$ cat src/rtl/pwr_guard_pkg.sv
`timescale 1ns/1ps
package pwr_guard_pkg;

  // Bit positions of the comparator flag vector
  localparam int FLAG_W      = 3;
  localparam int FLAG_TRIP   = 0;
  localparam int FLAG_FULL   = 1;
  localparam int FLAG_SWITCH = 2;

  typedef enum logic [2:0] {
    ST_SEALED     = 3'd0,
    ST_POWERED_OK = 3'd1,
    ST_PROTECTED  = 3'd2,
    ST_BATTERY    = 3'd3,
    ST_RECOVERING = 3'd4
  } guardState_t;

  // Strobes from control to datapath, valid for the coming edge
  typedef struct packed {
    logic allowAccess;  // next state permits array access
    logic useBattery;   // next state runs from battery
    logic breakSeal;    // first qualified rise above trip level
  } guardStrobe_t;

endpackage

$ cat src/rtl/pwr_guard_sync.sv
`timescale 1ns/1ps
module pwr_guard_sync #(
  parameter int WIDTH       = 3,
  parameter int SYNC_STAGES = 2,
  parameter int STABLE_CLKS = 2
) (
  input  logic             clk,
  input  logic             rstN,
  input  logic [WIDTH-1:0] rawFlags,
  output logic [WIDTH-1:0] filtFlags
);

  localparam int CHAIN = SYNC_STAGES + STABLE_CLKS - 1;

  for (genvar b = 0; b < WIDTH; b++) begin : g_flag
    logic [CHAIN-1:0]       chainQ;
    logic [STABLE_CLKS-1:0] window;
    logic                   allSame;
    logic                   filtQ;

    assign window  = chainQ[CHAIN-1 -: STABLE_CLKS];
    assign allSame = (&window) | ~(|window);

    always_ff @(posedge clk or negedge rstN) begin
      if (!rstN) begin
        chainQ <= '0;
        filtQ  <= 1'b0;
      end else begin
        chainQ <= {chainQ[CHAIN-2:0], rawFlags[b]};
        if (allSame) filtQ <= chainQ[CHAIN-1];
      end
    end

    assign filtFlags[b] = filtQ;
  end

endmodule

$ cat src/rtl/pwr_guard_ctrl.sv
`timescale 1ns/1ps
module pwr_guard_ctrl
  import pwr_guard_pkg::*;
#(
  parameter int RECOVER_TICKS = 125
) (
  input  logic              clk,
  input  logic              rstN,
  input  logic [FLAG_W-1:0] flags,
  input  logic              msTick,
  output guardStrobe_t      strobe
);

  localparam int CNT_W = $clog2(RECOVER_TICKS + 1);
  localparam logic [CNT_W-1:0] CNT_LAST = CNT_W'(RECOVER_TICKS);

  guardState_t     stateQ, stateNext;
  logic [CNT_W-1:0] tickCntQ;
  logic            tripOk, fullOk, switchOk, recoverDone;

  assign tripOk      = flags[FLAG_TRIP];
  assign fullOk      = flags[FLAG_FULL];
  assign switchOk    = flags[FLAG_SWITCH];
  assign recoverDone = (tickCntQ == CNT_LAST);

  always_comb begin
    stateNext = stateQ;
    unique case (stateQ)
      ST_SEALED: begin
        if (tripOk) stateNext = ST_RECOVERING;
      end
      ST_POWERED_OK: begin
        if (!switchOk)    stateNext = ST_BATTERY;
        else if (!tripOk) stateNext = ST_PROTECTED;
      end
      ST_PROTECTED: begin
        if (!switchOk)             stateNext = ST_BATTERY;
        else if (tripOk && fullOk) stateNext = ST_RECOVERING;
      end
      ST_BATTERY: begin
        if (switchOk) stateNext = ST_PROTECTED;
      end
      ST_RECOVERING: begin
        if (!switchOk)                  stateNext = ST_BATTERY;
        else if (!tripOk)               stateNext = ST_PROTECTED;
        else if (recoverDone && fullOk) stateNext = ST_POWERED_OK;
      end
      default: stateNext = ST_SEALED;
    endcase
  end

  always_ff @(posedge clk or negedge rstN) begin
    if (!rstN) begin
      stateQ   <= ST_SEALED;
      tickCntQ <= '0;
    end else begin
      stateQ <= stateNext;
      if (stateQ != ST_RECOVERING || stateNext != ST_RECOVERING)
        tickCntQ <= '0;
      else if (msTick && !recoverDone)
        tickCntQ <= tickCntQ + 1'b1;
    end
  end

  always_comb begin
    strobe.allowAccess = (stateNext == ST_POWERED_OK);
    strobe.useBattery  = (stateNext == ST_BATTERY);
    strobe.breakSeal   = (stateQ == ST_SEALED) && tripOk;
  end

endmodule

$ cat src/rtl/pwr_guard_dp.sv
`timescale 1ns/1ps
module pwr_guard_dp
  import pwr_guard_pkg::*;
(
  input  logic         clk,
  input  logic         rstN,
  input  guardStrobe_t strobe,
  input  logic         hostCeN,
  input  logic         hostWeN,
  output logic         arrayCeN,
  output logic         arrayWeN,
  output logic         writeInhibit,
  output logic         outHiZ,
  output logic         battSel,
  output logic         battArmed
);

  logic gateOpenQ, inhibitQ, battQ, armedQ;

  always_ff @(posedge clk or negedge rstN) begin
    if (!rstN) begin
      gateOpenQ <= 1'b0;
      inhibitQ  <= 1'b1;
      battQ     <= 1'b0;
      armedQ    <= 1'b0;
    end else begin
      gateOpenQ <= strobe.allowAccess && (gateOpenQ || hostCeN);
      inhibitQ  <= !strobe.allowAccess;
      battQ     <= strobe.useBattery;
      armedQ    <= armedQ || strobe.breakSeal;
    end
  end

  assign arrayCeN     = gateOpenQ ? hostCeN : 1'b1;
  assign arrayWeN     = gateOpenQ ? hostWeN : 1'b1;
  assign outHiZ       = !gateOpenQ;
  assign writeInhibit = inhibitQ;
  assign battSel      = battQ;
  assign battArmed    = armedQ;

endmodule

$ cat src/rtl/pwr_guard_top.sv
`timescale 1ns/1ps
module pwr_guard_top
  import pwr_guard_pkg::*;
#(
  parameter int RECOVER_TICKS = 125,
  parameter int SYNC_STAGES   = 2,
  parameter int STABLE_CLKS   = 2
) (
  input  logic clk,
  input  logic rstN,
  input  logic msTick,
  input  logic aboveTrip,
  input  logic aboveFull,
  input  logic aboveSwitch,
  input  logic hostCeN,
  input  logic hostWeN,
  output logic arrayCeN,
  output logic arrayWeN,
  output logic writeInhibit,
  output logic outHiZ,
  output logic battSel,
  output logic battArmed
);

  logic [FLAG_W-1:0] rawFlags, filtFlags;
  guardStrobe_t      strobe;

  always_comb begin
    rawFlags              = '0;
    rawFlags[FLAG_TRIP]   = aboveTrip;
    rawFlags[FLAG_FULL]   = aboveFull;
    rawFlags[FLAG_SWITCH] = aboveSwitch;
  end

  pwr_guard_sync #(
    .WIDTH(FLAG_W), .SYNC_STAGES(SYNC_STAGES), .STABLE_CLKS(STABLE_CLKS)
  ) sync_i (
    .clk(clk), .rstN(rstN), .rawFlags(rawFlags), .filtFlags(filtFlags)
  );

  pwr_guard_ctrl #(.RECOVER_TICKS(RECOVER_TICKS)) ctrl_i (
    .clk(clk), .rstN(rstN), .flags(filtFlags), .msTick(msTick), .strobe(strobe)
  );

  pwr_guard_dp dp_i (
    .clk(clk), .rstN(rstN), .strobe(strobe),
    .hostCeN(hostCeN), .hostWeN(hostWeN),
    .arrayCeN(arrayCeN), .arrayWeN(arrayWeN),
    .writeInhibit(writeInhibit), .outHiZ(outHiZ),
    .battSel(battSel), .battArmed(battArmed)
  );

endmodule

$ cat config.mk
export PLATFORM = sky130hd
export DESIGN_NAME = pwr_guard_top
export DESIGN_NICKNAME = d
export VERILOG_FILES = /design/src/rtl/pwr_guard_pkg.sv /design/src/rtl/pwr_guard_sync.sv /design/src/rtl/pwr_guard_ctrl.sv /design/src/rtl/pwr_guard_dp.sv /design/src/rtl/pwr_guard_top.sv
export SDC_FILE = /design/constraint.sdc
export NUM_CORES = 1
export LEC_CHECK = 0
export CORE_MARGIN = 2
export CORE_UTILIZATION = 47
export CTS_CLUSTER_DIAMETER = 60
export DETAILED_ROUTE_END_ITERATION = 10
export HOLD_SLACK_MARGIN = 0.02
export PLACE_DENSITY = 0.68
export SLEW_MARGIN = 10
export SYNTH_ARGS = -nofsm -noshare
export SYNTH_HDL_FRONTEND = slang
export SYNTH_SLANG_ARGS = --single-unit
$ cat constraint.sdc
create_clock -name clk -period 1.6 [get_ports clk]
set_clock_uncertainty 0.2 [all_clocks]
set_input_delay 0.32 -clock clk [delete_from_list [all_inputs] [get_ports clk]]
set_output_delay 0.32 -clock clk [all_outputs]
set_load 0.01 [all_outputs]
==> flow_metrics.env <==
export IMPL_multi_input_area_um2=469.2
export IMPL_syn_area_per_cell_um2=11.84
export IMPL_die_y_um=51.63
export IMPL_holdBufCountCts=0
export IMPL_final_common_cell="dfrtp_1"
export IMPL_slew_viol_final=0
export IMPL_cts_sinks=26
export IMPL_grt_pass1_vias=828
export IMPL_tightest_slew_ps=328.5
export IMPL_place_gp_congestion=0.7899
export IMPL_finalHoldViolCount=0
export IMPL_setup_ws_ps=-128.1
export IMPL_design_power_total_uw=1747
export IMPL_antenna_found_initial=0
export IMPL_pin_count=14
export IMPL_cts_root_buf="clkbuf_4"
export IMPL_post_route_util=0.6972
export IMPL_ys_types=30
export IMPL_reg2reg_depth=9
export IMPL_globalRouteMet3Util=0.03736
export IMPL_use_met1=0.2510
export IMPL_port_buffers=13
export IMPL_powerDensity_mw_per_mm2=1155
export IMPL_rsz0062_at_grt="yes"
export IMPL_clk_latency_ps=310
export IMPL_cts_buffer_depth=2
export IMPL_synth_seq_area_share=0.6115
export IMPL_grtUsageMet2=0.2927
export IMPL_routed_wl_um=2024
export IMPL_seqCellArea_um2=651.9
export IMPL_drc_errors=0
export IMPL_syn_inst=90
export IMPL_core_mm2=0.002170
export IMPL_cp_required_ps=1620
export IMPL_synth_warnings=0
export IMPL_relSlewSlack=0.7804
export IMPL_dp_final_hpwl_um=1332
export IMPL_antenna_left=0
export IMPL_syn_nets=100
export IMPL_irDropWorstVdd_mv=0.8021
export IMPL_min_period_ps=1728
export IMPL_tritoncts="yes"
export IMPL_drt_pass1_iterations=4
export IMPL_via_count=813
export IMPL_failed_checks="negative setup slack"
export IMPL_path_clk_slew_ps=130
export IMPL_hold_class="input port to async pin"
export IMPL_drive_above_1_share=0.3465
export IMPL_final_cell_mix="25 x dfrtp_1, 15 x buf_4, 7 x clkdlybuf4s50_1"
export IMPL_finalHoldWorstSlack_ps=131.4
export IMPL_grtUsageTotal=0.1824
export IMPL_grt_busiest_layer="met2"
export IMPL_drtIter0Drc=13
export IMPL_dpl_worst_slack_ps=-348.1
export IMPL_htree_levels=1
export IMPL_syn_area_mm2=0.001066
export IMPL_status="complete, but fails checks"
export IMPL_cts_buffers=3
export IMPL_worstPathMaxFanout=3
export IMPL_crit_type="register to register"
export IMPL_antenna_cells=0
export IMPL_setup_violations_final=7
export IMPL_area_growth_syn_to_layout_pct=41.90
export IMPL_cp_start_kind="register"
export IMPL_die_w_um=51.63
export IMPL_wire_per_inst_um=13.06
export IMPL_setup_tns_ps=-503.1
export IMPL_grt_pass1_wl_um=3615
export IMPL_leakage_uw=0.0006539
export IMPL_grt_start_max_net_pins=27
export IMPL_dieArea_mm2=0.002665
export IMPL_layout_nets=138
export IMPL_row_count=17
export IMPL_drv_cap=0
export IMPL_synth_seq_cells=26
export IMPL_initial_utilization=0.4913
export IMPL_fillerInstances=171
export IMPL_period_share=1.080
export IMPL_grt_remaining_overflow=0
export IMPL_arrival_ps=1750
export IMPL_vias_per_cell=5.245
export IMPL_cp_end_kind="register"
export IMPL_max_freq_mhz=578.7
## registers in the layout, indices dropped and copies added (netlist names)
signal,count
sync_i.g_flag.filtQ,3
dp_i.battArmed,1
ctrl_i.stateQ,3
dp_i.battSel,1
sync_i.g_flag.chainQ,9
dp_i.gateOpenQ,1
dp_i.writeInhibit,1
ctrl_i.tickCntQ,7
## cell type report
cell class,instances,share of cell area
clock inverters,1,0.01985
flip-flops and latches,26,0.4309
inverters,5,0.01241
well taps,28,0.02316
multi-input cells,59,0.3102
clock buffers,3,0.01489
repair buffers,33,0.1886
## synthesized netlist by cell type, drive strengths merged
master,count,area (um^2)
dfrtp,25,625.6
nor2,7,26.28
inv,5,18.77
nand2,5,18.77
nand3,5,25.02
a21oi,4,20.02
nand4,4,25.02
maj3,3,30.03
o21ai,3,15.01
xor2,3,26.28
a211oi,2,15.01
and2b,2,17.52
and3,2,12.51
ha,2,25.02
nand2b,2,12.51
nor2b,2,12.51
nor3,2,10.01
a311oi,1,15.01
and2,1,6.260
and4bb,1,12.51
dfstp,1,26.28
mux2i,1,10.01
nand3b,1,7.510
nor4b,1,8.760
o2111ai,1,8.760
o211a,1,10.01
o21ba,1,10.01
o221ai,1,8.760
or2,1,6.260
## worst max-delay path, stage by stage (launching register included)
cell and delay (ps):
dfrtp_1 410, inv_2 80, ha_4 130, buf_4 100, buf_6 90, nand3_4 70
buf_6 140, o2111ai_4 190, xor2_1 160, nor2_1 50
## worst paths after layout
| kind | from | endpoint | slack (ps) |
|---|---|---|---|
| max | ctrl_i.tickCntQ[1] | ctrl_i.tickCntQ[3] | -130 |
| min | rstN | ctrl_i.tickCntQ[3] | 130 |
| max reg2reg | ctrl_i.tickCntQ[1] | ctrl_i.tickCntQ[3] | -130 |
| min reg2reg | sync_i.g_flag[0].chainQ[0] | sync_i.g_flag[0].chainQ[1] | 170 |
| max in group asynchronous | rstN | dp_i.writeInhibit | 850 |
| min in group clk | sync_i.g_flag[0].chainQ[0] | sync_i.g_flag[0].chainQ[1] | 170 |
## metrics by stage
| stage | area [um^2] | instances |
|---|---|---|
| final | 1513 | 155 |
| after global routing | 1513 | 155 |
| after CTS | 1453 | 154 |
| after detailed placement | 1349 | 145 |
| after global placement | 1349 | 145 |
| after floorplan | 1066 | 90 |
## where the power goes
part           total, uW  switching, uW  internal, uW
combinational        508            222           286
sequential           799           57.2           742
clock                439            186           253
total               1750            465          1280
## logic make-up (layout without fill, tap and decap cells)
logic type	count (synthesis)	count (layout)	share of synthesized area
AO/OA/AOI/OAI	14	14	0.09624
XOR/XNOR	3	3	0.02465
adder cells (fa/ha/maj)	5	5	0.05164
buffers and inverters	5	42	0.01761
flip-flops	26	26	0.6115
multiplexers	1	1	0.009390
AND/OR/NAND/NOR	36	36	0.1890
## per-layer routing
metal / vias up / wire, um
met5: - / 0
met2: 20 / 1012
li1: 396 / -
met3: 2 / 111
met1: 395 / 881
met4: 0 / 19
## what timing repair did
item                       4_1_cts  5_1_grt
resized for setup               25       13
buffers inserted                 5        1
pin swaps                        4        5
setup endpoints to repair       16       15
Power figures use the tool's default switching activity.
